File: config.mk
export PLATFORM = sky130hd
export DESIGN_NAME = drx_wake_seq
export DESIGN_NICKNAME = d
export VERILOG_FILES = /design/src/rtl/drx_seq_pkg.sv /design/src/rtl/drx_len_calc.sv /design/src/rtl/drx_phase_timer.sv /design/src/rtl/drx_out_map.sv /design/src/rtl/drx_wake_seq.sv
export SDC_FILE = /design/constraint.sdc
export NUM_CORES = 1
export LEC_CHECK = 0
export ABC_AREA = 1
export BUFFER_PORTS_ARGS = -buffer_cell sky130_fd_sc_hd__buf_2
export CORE_ASPECT_RATIO = 1.5
export CORE_MARGIN = 2
export CORE_UTILIZATION = 55
export CTS_BUF_LIST = sky130_fd_sc_hd__clkbuf_4 sky130_fd_sc_hd__clkbuf_8 sky130_fd_sc_hd__clkbuf_16
export DETAILED_ROUTE_END_ITERATION = 8
export PLACE_DENSITY = 0.81
export SYNTH_ARGS = -nofsm -noshare
export SYNTH_HDL_FRONTEND = slang
export SYNTH_SLANG_ARGS = --single-unit
export TNS_END_PERCENT = 10
File: constraint.sdc
create_clock -name clk -period 2.9 [get_ports clk]
set_input_delay 0.29 -clock clk [delete_from_list [all_inputs] [get_ports clk]]
set_output_delay 0.29 -clock clk [all_outputs]
set_load 0.05 [all_outputs]
File: src/rtl/drx_seq_pkg.sv
package drx_seq_pkg;

  typedef enum logic [2:0] {
    ST_IDLE    = 3'd0,
    ST_OFF     = 3'd1,
    ST_HOSTREC = 3'd2,
    ST_SETTLE  = 3'd3,
    ST_AWAKE   = 3'd4
  } drx_state_e;

  localparam int N_MOD    = 7;
  localparam int M_LNA    = 0;
  localparam int M_AGC    = 1;
  localparam int M_MIX    = 2;
  localparam int M_ASK_BB = 3;
  localparam int M_ASK_PK = 4;
  localparam int M_FSK_BB = 5;
  localparam int M_FSK_PK = 6;

  localparam logic [N_MOD-1:0] PEAK_MASK =
    (N_MOD'(1) << M_ASK_PK) | (N_MOD'(1) << M_FSK_PK);

endpackage

File: src/rtl/drx_len_calc.sv
module drx_len_calc #(
  parameter int CNT_W    = 16,
  parameter int REC_W    = 8,
  parameter int PS_W     = 2,
  parameter int PS_SHIFT = 2,
  parameter int REM_W    = CNT_W + PS_SHIFT * ((1 << PS_W) - 1)
) (
  input  logic [CNT_W-1:0] off_cnt,
  input  logic [PS_W-1:0]  off_ps,
  input  logic [REC_W-1:0] rec_cnt,
  input  logic [CNT_W-1:0] rf_cnt,
  output logic [REM_W-1:0] off_len,
  output logic [REM_W-1:0] rec_len,
  output logic [REM_W-1:0] rf_len
);

  localparam int N_PS = 1 << PS_W;
  localparam logic [REM_W-1:0] ONE = REM_W'(1);

  logic [REM_W-1:0] off_ext;
  logic [REM_W-1:0] off_opts [N_PS];

  assign off_ext = {{(REM_W-CNT_W){1'b0}}, off_cnt};

  // one scaled copy per time base code
  for (genvar g = 0; g < N_PS; g++) begin : g_base
    assign off_opts[g] = off_ext << (PS_SHIFT * g);
  end

  assign off_len = (off_cnt == '0) ? ONE : off_opts[off_ps];
  assign rec_len = (rec_cnt == '0) ? ONE : {{(REM_W-REC_W){1'b0}}, rec_cnt};
  assign rf_len  = (rf_cnt  == '0) ? ONE : {{(REM_W-CNT_W){1'b0}}, rf_cnt};

endmodule

File: src/rtl/drx_phase_timer.sv
module drx_phase_timer #(
  parameter int REM_W = 22
) (
  input  logic             clk,
  input  logic             rst_n,
  input  logic             load,
  input  logic [REM_W-1:0] load_val,
  input  logic             run,
  input  logic             tick,
  output logic             expire
);

  logic [REM_W-1:0] rem_q;

  always_ff @(posedge clk or negedge rst_n) begin
    if (!rst_n) begin
      rem_q <= REM_W'(1);
    end else if (load) begin
      rem_q <= load_val;
    end else if (run && tick && rem_q != REM_W'(1)) begin
      rem_q <= rem_q - REM_W'(1);
    end
  end

  assign expire = run && tick && (rem_q == REM_W'(1));

  AST_REM_NONZERO: assert property (@(posedge clk) disable iff (!rst_n)
    run |-> rem_q != '0);

  AST_HOLD_NO_TICK: assert property (@(posedge clk) disable iff (!rst_n)
    (run && !tick && !load) |=> $stable(rem_q));

endmodule

File: src/rtl/drx_out_map.sv
module drx_out_map
  import drx_seq_pkg::*;
(
  input  drx_state_e       state,
  input  logic [N_MOD-1:0] mask,
  output logic             pull_low,
  output logic [N_MOD-1:0] pwr,
  output logic [1:0]       data_oe
);

  logic full_on;
  logic settle;

  assign full_on  = (state == ST_IDLE) || (state == ST_AWAKE);
  assign settle   = (state == ST_SETTLE);
  assign pull_low = (state == ST_HOSTREC) || settle;

  // peak detectors wait for the end of settling, other sections come up at its start
  for (genvar g = 0; g < N_MOD; g++) begin : g_pwr
    if (PEAK_MASK[g]) begin : g_peak
      assign pwr[g] = mask[g] & full_on;
    end else begin : g_main
      assign pwr[g] = mask[g] & (full_on | settle);
    end
  end

  assign data_oe = full_on ? {mask[M_FSK_BB], mask[M_ASK_BB]} : 2'b00;

endmodule

File: src/rtl/drx_wake_seq.sv
module drx_wake_seq
  import drx_seq_pkg::*;
#(
  parameter int BYTE_W   = 8,
  parameter int PS_W     = 2,
  parameter int PS_SHIFT = 2
) (
  input  logic              clk,
  input  logic              rst_n,
  input  logic              tick,
  input  logic              drx_en,
  input  logic [BYTE_W-1:0] off_hi,
  input  logic [BYTE_W-1:0] off_lo,
  input  logic [PS_W-1:0]   off_ps,
  input  logic [BYTE_W-1:0] rec_cnt,
  input  logic [BYTE_W-1:0] rf_hi,
  input  logic [BYTE_W-1:0] rf_lo,
  input  logic [N_MOD-1:0]  mod_mask,
  input  logic              line_in,
  output logic              line_pull_low,
  output logic [N_MOD-1:0]  pwr_en,
  output logic [1:0]        data_oe,
  output logic              cal_poll_start,
  output logic              cal_rx_start
);

  localparam int CNT_W = 2 * BYTE_W;
  localparam int REM_W = CNT_W + PS_SHIFT * ((1 << PS_W) - 1);

  drx_state_e       state_q, state_d;
  logic             tmr_load, tmr_run, tmr_expire;
  logic [REM_W-1:0] tmr_val;
  logic [REM_W-1:0] off_len, rec_len, rf_len;
  logic             poll_q, rx_q;

  drx_len_calc #(
    .CNT_W(CNT_W), .REC_W(BYTE_W), .PS_W(PS_W), .PS_SHIFT(PS_SHIFT), .REM_W(REM_W)
  ) u_len (
    .off_cnt ({off_hi, off_lo}),
    .off_ps  (off_ps),
    .rec_cnt (rec_cnt),
    .rf_cnt  ({rf_hi, rf_lo}),
    .off_len (off_len),
    .rec_len (rec_len),
    .rf_len  (rf_len)
  );

  assign tmr_run = (state_q == ST_OFF) || (state_q == ST_HOSTREC) ||
                   (state_q == ST_SETTLE);

  always_comb begin
    state_d  = state_q;
    tmr_load = 1'b0;
    if (!drx_en) begin
      state_d = ST_IDLE;
    end else begin
      case (state_q)
        ST_IDLE: begin
          state_d  = ST_OFF;
          tmr_load = 1'b1;
        end
        ST_OFF: if (tmr_expire) begin
          state_d  = ST_HOSTREC;
          tmr_load = 1'b1;
        end
        ST_HOSTREC: if (tmr_expire) begin
          state_d  = ST_SETTLE;
          tmr_load = 1'b1;
        end
        ST_SETTLE: if (tmr_expire) begin
          state_d = ST_AWAKE;
        end
        ST_AWAKE: if (line_in) begin
          state_d  = ST_OFF;
          tmr_load = 1'b1;
        end
        default: state_d = ST_IDLE;
      endcase
    end
  end

  always_comb begin
    case (state_d)
      ST_OFF:     tmr_val = off_len;
      ST_HOSTREC: tmr_val = rec_len;
      ST_SETTLE:  tmr_val = rf_len;
      default:    tmr_val = '0;
    endcase
  end

  drx_phase_timer #(.REM_W(REM_W)) u_tmr (
    .clk      (clk),
    .rst_n    (rst_n),
    .load     (tmr_load),
    .load_val (tmr_val),
    .run      (tmr_run),
    .tick     (tick),
    .expire   (tmr_expire)
  );

  always_ff @(posedge clk or negedge rst_n) begin
    if (!rst_n) begin
      state_q <= ST_IDLE;
      poll_q  <= 1'b0;
      rx_q    <= 1'b0;
    end else begin
      state_q <= state_d;
      poll_q  <= drx_en && (state_q == ST_HOSTREC) && tmr_expire;
      rx_q    <= drx_en && (state_q == ST_HOSTREC) && tmr_expire && mod_mask[M_FSK_BB];
    end
  end

  assign cal_poll_start = poll_q;
  assign cal_rx_start   = rx_q;

  drx_out_map u_map (
    .state    (state_q),
    .mask     (mod_mask),
    .pull_low (line_pull_low),
    .pwr      (pwr_en),
    .data_oe  (data_oe)
  );

  AST_PULL_FROM_DARK: assert property (@(posedge clk) disable iff (!rst_n)
    $rose(line_pull_low) |-> $past(pwr_en) == '0);

  AST_SETTLE_NO_PEAK: assert property (@(posedge clk) disable iff (!rst_n)
    line_pull_low |-> ((pwr_en & PEAK_MASK) == '0 && data_oe == 2'b00));

  AST_RESTART_DARK: assert property (@(posedge clk) disable iff (!rst_n)
    (drx_en && !line_pull_low && line_in && $past(line_pull_low)) |=>
      (pwr_en == '0 || !drx_en));

  AST_STROBE_SINGLE: assert property (@(posedge clk) disable iff (!rst_n)
    cal_poll_start |=> !cal_poll_start);

  AST_STROBE_IN_SETTLE: assert property (@(posedge clk) disable iff (!rst_n)
    cal_poll_start |-> line_pull_low);

  AST_RX_GATED: assert property (@(posedge clk) disable iff (!rst_n)
    cal_rx_start |-> cal_poll_start);

  AST_CONT_RELEASED: assert property (@(posedge clk) disable iff (!rst_n)
    !drx_en |=> (!line_pull_low && !cal_poll_start));

endmodule

---- After elaboration in Yosys (flattened, before gate mapping) ----
Index checks and enable logic that the tools add are counted.
word-level totals
  flip-flop bits (word level) ............. 27
  bits of input ports ..................... 54
  logic and storage cells ................. 60
cells by class
  reductions and logical operators ........ 16
  equal/unequal tests ..................... 9
  muxes and demuxes ....................... 20
  add/sub/neg operators ................... 1
  bitwise logic cells ..................... 9
  $lt $le $gt $ge ......................... 1
operator list
  cell                     count
  $mux W22                 5
  $pmux W22 S3             1
  $bmux W22 S2             1
  $logic_not A16 Y1        2
  $eq A22 B1 Y1 const B    1
  $ne A22 B1 Y1 const B    1
  $sub A22 B1 Y22 const B  1
  $mux W16                 1
  $mux W3                  5
  $pmux W3 S5              1
  $eq A3 B2 Y1 const B     4
  $logic_not A8 Y1         1
  $mux W8                  1
  $and A1 B1 Y1            7
  $eq A3 B1 Y1 const B     2
  $logic_and A1 B1 Y1      6
  $logic_or A1 B1 Y1       4
  $eq A3 B3 Y1 const B     1
  $ge A3 B3 Y1 const B     1
  $logic_not A3 Y1         1
  $mux W1                  3
  $not A2 Y3               1
  $pmux W1 S3              1
  $mux W2                  1
  3 further kinds          3

---- Logic depth before layout (Yosys ltp) ----
Gate-level depths: netlist of run 1.
  word-level depth ........................ 11
  mapped depth ............................ 15
  gate-level depth less buffers ........... 14

---- Modules after synthesis ----
Synthesis of run 1 repeated with hierarchy kept, for this count alone.
second synthesis, totals
  cells, all modules ...................... 611
  area total of the unflattened synthesis .. 3575.9 um2
modules (own cells, without submodules)
  module           area each (um2)  cells each  instances
  drx_phase_timer  1739.2           280         1
  drx_wake_seq     918.4            141         1
  drx_len_calc     815.8            168         1
  drx_out_map      102.6            22          1

---- Worst setup path before layout of run 1 ----
OpenSTA, ideal clock, no wires.
  path kind ............................... register -> output
  start ................................... register state_q[2]
  end ..................................... output port pwr_en[0]
  arrival ................................. 2.077 ns
  required time ........................... 2.610 ns
  buffers on the path ..................... 0
  setup slack ............................. 0.533 ns
  stages on the path, launching flop included .. 6
  cell sequence ........................... dfrtp_1 > nor2_1 > nand2_1 > inv_1 > nor2_1 > nor2_1
on the way
  longest elaborated chain between the ends .. 4
  elaborated cells on any way between the ends .. 6
RTL lines
  item                                              RTL line             source
  start, declared                                   drx_wake_seq.sv:30   drx_state_e state_q, state_d;
  start signal, assigned                            drx_wake_seq.sv:107  state_q <= state_d;
  $eq A3 B3 Y1 or $logic_not A3 Y1 (tied branches)  drx_out_map.sv:14    assign full_on = (state == ST_IDLE) || (state == ST_AWAKE);
  $logic_or A1 B1 Y1                                drx_out_map.sv:14
  $or A1 B1 Y1 (*)                                  drx_out_map.sv:23    assign pwr[g] = mask[g] & (full_on | settle);
  $and A1 B1 Y1 (*)                                 drx_out_map.sv:23
  end, declared                                     drx_wake_seq.sv:21   output logic [N_MOD-1:0] pwr_en,
Every way passes the cells marked *; elsewhere a longest branch is shown, timed or not.

---- Worst setup path in the final report of run 1 ----
  start ................................... register u_tmr.rem_q[0]
  end ..................................... register u_tmr.rem_q[12]
on the way
  longest elaborated chain between the ends .. 8
  elaborated cells on any way between the ends .. 20
RTL lines
  item                                          RTL line                                                    source
  start, declared                               drx_phase_timer.sv:13                                       logic [REM_W-1:0] rem_q;
  start signal, assigned                        drx_phase_timer.sv:19                                       rem_q <= load_val;
  start signal, assigned                        drx_phase_timer.sv:21                                       rem_q <= rem_q - REM_W'(1);
  $eq A22 B1 Y1                                 drx_phase_timer.sv:25                                       assign expire = run && tick && (rem_q == REM_W'(1));
  $logic_and A1 B1 Y1                           drx_phase_timer.sv:25
  $mux W3 (on tied branches)                    drx_wake_seq.sv:70, drx_wake_seq.sv:62, drx_wake_seq.sv:66
  $pmux W3 S5                                   drx_wake_seq.sv:57                                          case (state_q)
  $mux W3                                       drx_wake_seq.sv:54                                          if (!drx_en) begin
  $eq A3 B2 Y1 or $eq A3 B1 Y1 (tied branches)  drx_wake_seq.sv:83                                          case (state_d)
  $pmux W22 S3                                  drx_wake_seq.sv:83
  $mux W22                                      drx_phase_timer.sv:18                                       end else if (load) begin
Several ways; a longest one is shown, not always the timed one. The select of a mux whose other input is x is not followed.
A chain may end at the register's enable or synchronous reset.

==> results.md, run 1 <==
* Mapped Area at between 2000 and 3000 sq um
* Final hold slack at ~0.023 ns
* Max Transition Viols Final at 0
* Status: finished, final reports clean
* Synth Register Bits at 27
* CTS sink count at 27
* Static Leakage at 1.66 nW
* Row Count at 31
* Worst path required time at 3.11 ns
* Setup Skew at approximately 0.0050 ns
* R2r worst-path depth at 13
* Cells after synthesis at 463
* Setup Crit Path Kind: register to register
* Port Buf Inserts at 65
* Rel. slew slack at 0.548
* First-pass GRT wire length at approximately 13000 um
* Avg WL per Cell at between 10 and 15 um
* Final Hold Viols at 0
* Clock slew at reported path FFs at about 0.09 ns
* IO Pins at 66
* Tightest Hold Check Type: input pin to asynchronous set/reset pin
* Syn_nets at roughly 520
* Clock Tree Buf Depth at 2
* CP cell instances: ha_1 > nand3_1 > nor2_1 > nand2_2 > nor2_8 > nand3_4 > nand3_4 > nand2_4 > nor2_4 > nand2_1 > nand2_1 > nand2_1 > a21oi_1
* R2r setup slk at 0.51 ns
* Overall power at 1.39 mW
* First-pass iteration count of the detailed router at 4
* TritonCTS Buffers at 3
* Clock latency on the worst-skew pair at 0.27 ns
* Fmax at 419 MHz
* PD cells at ~430 nW/um^2
* Reg2reg end: u_tmr.rem_q[12]
* Layout filler cell count at 506
* Vias in the first global route at around 2900
* Initial antenna violation count at 0
* Antenna Cells at 0
* NumNets Final at 576
* Slowest stage delay, CP at approximately 0.6 ns
* Synth unique cells at 34
* DR vias/cell at around 5.4
* Overall routing resource usage at 0.272
* DPL Wire Length at 6010 um
* CP max FO at 17
* Gpl congestion at 0.954
* Maximum vdd drop at 0.180 mV
* TritonCTS clock tree: built
* Max Cap Viol at 0
* Multi-input gate area at 1840 sq um
* Routed Antenna Nets at 0
* Worst Setup EP: u_tmr.rem_q[12]
* Post-route setup TNS at 0 ns
* Largest net degree at the start of global routing at 28
* Initial Util at 0.577
* CP max stage cell: dfstp_2
* Yosys warns at 0
* Final Critical Period at 2.39 ns
* Sequential-to-total area share from yosys stat at 0.242
* Post-CTS setup buffer count at 0
* Grt total ovfl at 0
* Core ar. at around 4800 sq um
* Final instance area at 3200 sq um
* Layout cell share with drive strength beyond 1 at 0.193
* CTS Root Cell: clkbuf_8
* Via count at around 3100
* Area of the die at 5690 sq um
* First DRT Iteration DRCs at 189
* # setup viols final at 0
* Die span in y at 91.4 um
* Routed WL at 7490 um
* Worst Path Arrival at 2.59 ns
* R2r startpoint: u_tmr.rem_q[0]
* Util after Layout at 0.660
* Final worst path period share at 0.823
* Die span in x at ~62 um
* RSZ-0062 raised after global routing: false
* Synthesized area per cell at 6.04 sq um
* Layout area overhead at 14.3%
* H-tree Lvls at 1
* Cell repeated most along the worst path: nand2_1
* Placed Area at 3150 sq um
* Worst Max-Slew Pin Slew at 0.673 ns
* Seq. cell area at 677 sq um
* Hold_buf cts at 0
* Resize count post-CTS at 0
* Worst Setup End Kind: register
* DRC violations left at 0
* Startpoint types: register
* CP Launch Point: u_tmr.rem_q[0]
-- routing by layer --
layer	part of all wire	global-route usage	vias to the layer above
li1	-	-	1633
met5	0	0	-
met4	0.027	0.100	0
met3	0.037	0.00743	12
met2	0.53	0.508	101
met1	0.41	0.328	1388
-- cell usage after synthesis --
cell	number	area (sq um)
a21o_1	2	15.0
a21oi_1	28	140
a22oi_1	1	7.51
a31oi_1	4	25.0
buf_2	6	30.0
buf_4	3	22.5
buf_6	1	11.3
clkbuf_1	8	30.0
dfrtp_1	26	651
dfstp_2	1	26.3
ha_1	2	25.0
inv_1	44	165
inv_2	6	22.5
mux2i_1	9	90.1
nand2_1	128	480
nand2_2	3	18.8
nand2_4	1	11.3
nand3_1	27	135
nand3_2	1	10.0
nand3_4	2	35.0
nand3b_1	3	22.5
nand4_1	23	144
nor2_1	69	259
nor2_2	5	31.3
nor2_4	5	56.3
nor2_8	1	20.0
nor3_1	5	25.0
nor4_1	10	62.6
o21ai_0	28	140
o21ai_1	2	10.0
o21bai_1	1	7.51
or2_2	1	6.26
xnor2_1	2	17.5
xor2_1	5	43.8
-- power by group --
group          leakage (nW)  total (mW)  switching (mW)  internal [mW]
clock                0.0262       0.226           0.119          0.108
sequential            0.323       0.584           0.117          0.467
combinational          1.31       0.577           0.360          0.218
total                  1.66        1.39           0.595          0.793
-- how the worst min path moves through the flow --
| stage | start | endpoint | slack [ns] | cells after the start |
|---|---|---|---|---|
| floorplan | rst_n | cal_poll_start | -0.006 | 0 |
| global placement | rst_n | state_q[2] | 0.33 | 1 |
| CTS | rst_n | u_tmr.rem_q[16] | 0.04 | 1 |
| global route | rst_n | state_q[2] | 0.07 | 1 |
| detailed placement | rst_n | state_q[2] | 0.34 | 1 |
| finish | rst_n | u_tmr.rem_q[11] | 0.02 | 1 |
-- sequential cells by signal (all words and copies together), names as in the netlist --
register,flops
cal_poll_start,1
cal_rx_start,1
state_q,3
u_tmr.rem_q,22
-- final cells by class --
cell class                      count  share of cell area
Timing Repair Buffer               70               0.113
Inverter                           50              0.0587
Clock buffer                        4              0.0153
Multi-Input combinational cell    368               0.575
Tap cell                           66              0.0258
Sequential cell                    27               0.212
-- cells in the final DEF (no fill, tap or decap), types with 2 or more instances in the layout --
cell      netlist  routed
nand3_4         2       2
a21oi_1        28      28
clkbuf_8        0       3
nor2_2          5       5
xnor2_1         2       2
nand3b_1        3       3
nor2_1         69      69
xor2_1          5       5
nand2_1       128     128
nand4_1        23      23
dfrtp_1        26      26
nor2_4          5       5
buf_4           3       5
inv_2           6       6
inv_1          44      44
ha_1            2       2
nor4_1         10      10
mux2i_1         9       9
nand3_1        27      27
nor3_1          5       5
o21ai_1         2       2
nand2_2         3       3
a31oi_1         4       4
buf_2           6      65
o21ai_0        28      28
a21o_1          2       2
-- logic make-up after synthesis --
kind of cell,count (synthesis),synth area share
AND/OR/NAND/NOR,284,0.471
multiplexers,9,0.0322
adder cells (fa/ha/maj),2,0.00894
AO/OA/AOI/OAI,66,0.123
flip-flops,27,0.242
XOR/XNOR,7,0.0219
buffers and inverters,68,0.101
-- per-stage QoR --
stage	worst slack [ns]	instances
6_report	0.513	585
5_1_grt	0.247	585
4_1_cts	0.540	585
3_5_place_dp	0.572	581
3_3_place_gp	0.642	581
2_1_floorplan	0.533	463
-- critical path: cells and delay by family, from the launching register on --
kind	cells	cell delay, ns
simple gates	11	1.38
fa+ha+maj	1	0.21
compound gates	1	0.13
flops	1	0.59
Note: power is estimated with default switching activity, not from simulation.
==> run 2: changes to the inputs <==
Clock period 2.9 ns to 2.2 ns, I/O delays scaled along.
==> run 2 against run 1 <==
Net effect:
- non-clock buffer count grew 17
- critical path depth grew 1
- global-route usage grew 1.1 points
- cell count grew 2.9%
- worst setup slack lost 0.49 ns
- die area is the same
- sequential share of layout area shrank 1.4 points
- cell area grew 7.1%
- total power grew 39%
- wire length grew 4.7%
- count of clock-buffer cells in the layout is the same
- first-iteration DRC count shrank 12%
- largest power group is now combinational logic
==> results.md, run 2 (synthesis results as in run 1) <==
* Static Leakage at 1.75 nW (+5.6%)
* Startpoint types: register
* First-pass GRT wire length at 13300 um (+4.5%)
* First-pass iteration count of the detailed router at 5 (+1)
* Row Count at 31 (unchanged)
* Clock slew at reported path FFs at 0.09 ns (about the same)
* RSZ-0062 raised after global routing: true
* Final Hold Viols at 0 (unchanged)
* Pre-CTS setup slack at 0.0148 ns (-0.557 ns)
* Status: finished, final reports clean
* Setup Skew at 0.00315 ns (-0.00184 ns)
* Worst Path Arrival at 2.36 ns (-0.23 ns)
* Clock Tree Buf Depth at 2 (unchanged)
* Antenna Cells at 0 (unchanged)
* WP depth at 14 (+1)
* Worst Max-Slew Pin Slew at 0.602 ns (-0.0706 ns)
* Vias in the first global route at 3128 (+7.3%)
* Worst Setup End Kind: register
* Area of the die at 5690 sq um (unchanged)
* Placed Area at 3250 sq um (+3.2%)
* PnR worst setup slack at 0.0272 ns (-0.485 ns)
* Final Critical Period at 2.17 ns (-0.215 ns)
* Initial Util at 0.577 (unchanged)
* First DRT Iteration DRCs at 167 (-12%)
* Port Buf Inserts at 65 (unchanged)
* H-tree Lvls at 1 (unchanged)
* Placed Cells at 594 (+2.2%)
* Layout cell share with drive strength beyond 1 at 0.239 (+0.0461)
* Max Transition Viols Final at 0 (unchanged)
* Max Cap Viol at 0 (unchanged)
* Final instance area at 3430 sq um (+7.1%)
* Initial antenna violation count at 0 (unchanged)
* IO Pins at 66 (unchanged)
* R2r worst-path depth at 14 (+1)
* Clock latency on the worst-skew pair at 0.27 ns (about the same)
* Top delay family on crit path: simple AND/OR/NAND/NOR gates
* TritonCTS clock tree: built
* Final hold slack at 0.203 ns (+0.180 ns)
* NumNets Final at 593 (+3.0%)
* Critical path buffers and inverters at 3 (+3)
* DR vias/cell at 5.39 (+0.59%)
* Via count at 3244 (+3.5%)
* CTS Root Cell: clkbuf_8
* Util after Layout at 0.707 (+0.0470)
* Maximum vdd drop at 0.265 mV (+47%)
* Gpl congestion at 0.918 (-3.8%)
* Overall power at 1.93 mW (+39%)
* Commonest cells after routing, fill and taps aside: nand2_1 (127), nor2_1 (65), buf_2 (65)
* Hold depth at 3
* Max reg flops at 22 (unchanged)
* Routed Antenna Nets at 0 (unchanged)
* TritonCTS Buffers at 3 (unchanged)
* Fmax at 460 MHz (+9.9%)
* Die span in x at 62.2 um (unchanged)
* Post-route setup TNS at 0 ns (unchanged)
* Overall routing resource usage at 0.283 (+0.0111)
* Rel. slew slack at 0.599 (+0.0512)
* Final worst path period share at 0.988 (+0.164)
* CP max FO at 18 (+1)
* Avg WL per Cell at 13.0 um (+1.7%)
* Largest register by flop count: u_tmr.rem_q
* # setup viols final at 0 (unchanged)
* Setup Crit Path Kind: register to register
* PD cells at 564 nW/um^2 (+30%)
* DPL Wire Length at 6280 um (+4.5%)
* Largest net degree at the start of global routing at 28 (unchanged)
* CTS sink count at 27 (unchanged)
* Layout filler cell count at 428 (-15%)
* Post-Layout Cell Count at 602 (+2.9%)
* Worst path required time at 2.39 ns (-0.72 ns)
* Most common cell after layout, fill and taps aside: nand2_1
* DRC violations left at 0 (unchanged)
* Regs by FF count: u_tmr.rem_q: 22 flops, state_q: 3 flops
* Routed WL at 7840 um (+4.7%)
* Layout area overhead at 22.5%
* Die span in y at 91.4 um (unchanged)
* Slowest stage delay, CP at 0.57 ns (-0.02 ns)
* CP cell instances: ha_4 > nand3_1 > nor2_2 > nand2_2 > nor2_8 > nand3_4 > nand2_4 > nor2_4 > buf_12 > nor2_4 > buf_12 > buf_4 > nand3b_1 > a22oi_1
* CP max stage cell: dfstp_2
* Tightest Hold Check Type: input pin to register
* Grt total ovfl at 0 (unchanged)
* Core ar. at 4850 sq um (unchanged)
## run 2: changes by cell type in the layout (fill, tap and decap cells not counted), sizes merged
cell / change
dlygate4sd3: +1
buf: +16
## run 2: path summary, 6_finish.rpt
| kind | slack [ns] | startpoint | to |
|---|---|---|---|
| max | 0.03 | u_tmr.rem_q[0] | u_tmr.rem_q[20] |
| min | 0.20 | mod_mask[5] | cal_rx_start |
| max reg2reg | 0.03 | u_tmr.rem_q[0] | u_tmr.rem_q[20] |
| min reg2reg | 0.55 | u_tmr.rem_q[1] | u_tmr.rem_q[1] |
| max in group asynchronous | 1.32 | rst_n | u_tmr.rem_q[7] |
| min in group asynchronous | 0.48 | rst_n | cal_rx_start |
## run 2: timing repair
item | CTS | global route
pin swaps | 1 | 4
gates resized for setup | 0 | 17
setup endpoints to repair | 1 | 22
buffers inserted | 0 | 3
hold buffers | 1 | 0
endpoints found under the hold margin | 26 | 0
## run 2: report_power, final
part | internal, mW | leakage [nW] | switching [mW]
clock network | 0.142 | 0.0262 | 0.151
registers | 0.616 | 0.323 | 0.147
logic | 0.346 | 1.40 | 0.532
## run 2: cell type report
class | instances | area [sq um] | share of cell area
Multi-Input combinational cell | 368 | 1900 | 0.556
Inverter | 50 | 188 | 0.0548
Clock buffer | 4 | 48.8 | 0.0142
Sequential cell | 27 | 677 | 0.198
Tap cell | 66 | 82.6 | 0.0241
Timing Repair Buffer | 87 | 526 | 0.153
## run 2: layer usage
metal / wire (um) / part of all wire / vias to the layer above / track usage
met5: 0 / 0 / - / 0
met2: 4260 / 0.54 / 80 / 0.553
met1: 3110 / 0.40 / 1482 / 0.322
li1: - / - / 1669 / -
met3: 275 / 0.035 / 13 / 0.0124
met4: 190 / 0.024 / 0 / 0.0963
## run 2: worst register-to-register path, cell delays in order, from the launching register on
cell	delay, ns
dfstp_2	0.57
ha_4	0.15
nand3_1	0.08
nor2_2	0.12
nand2_2	0.10
nor2_8	0.13
nand3_4	0.10
nand2_4	0.07
nor2_4	0.04
buf_12	0.14
nor2_4	0.13
buf_12	0.14
buf_4	0.12
nand3b_1	0.06
a22oi_1	0.14
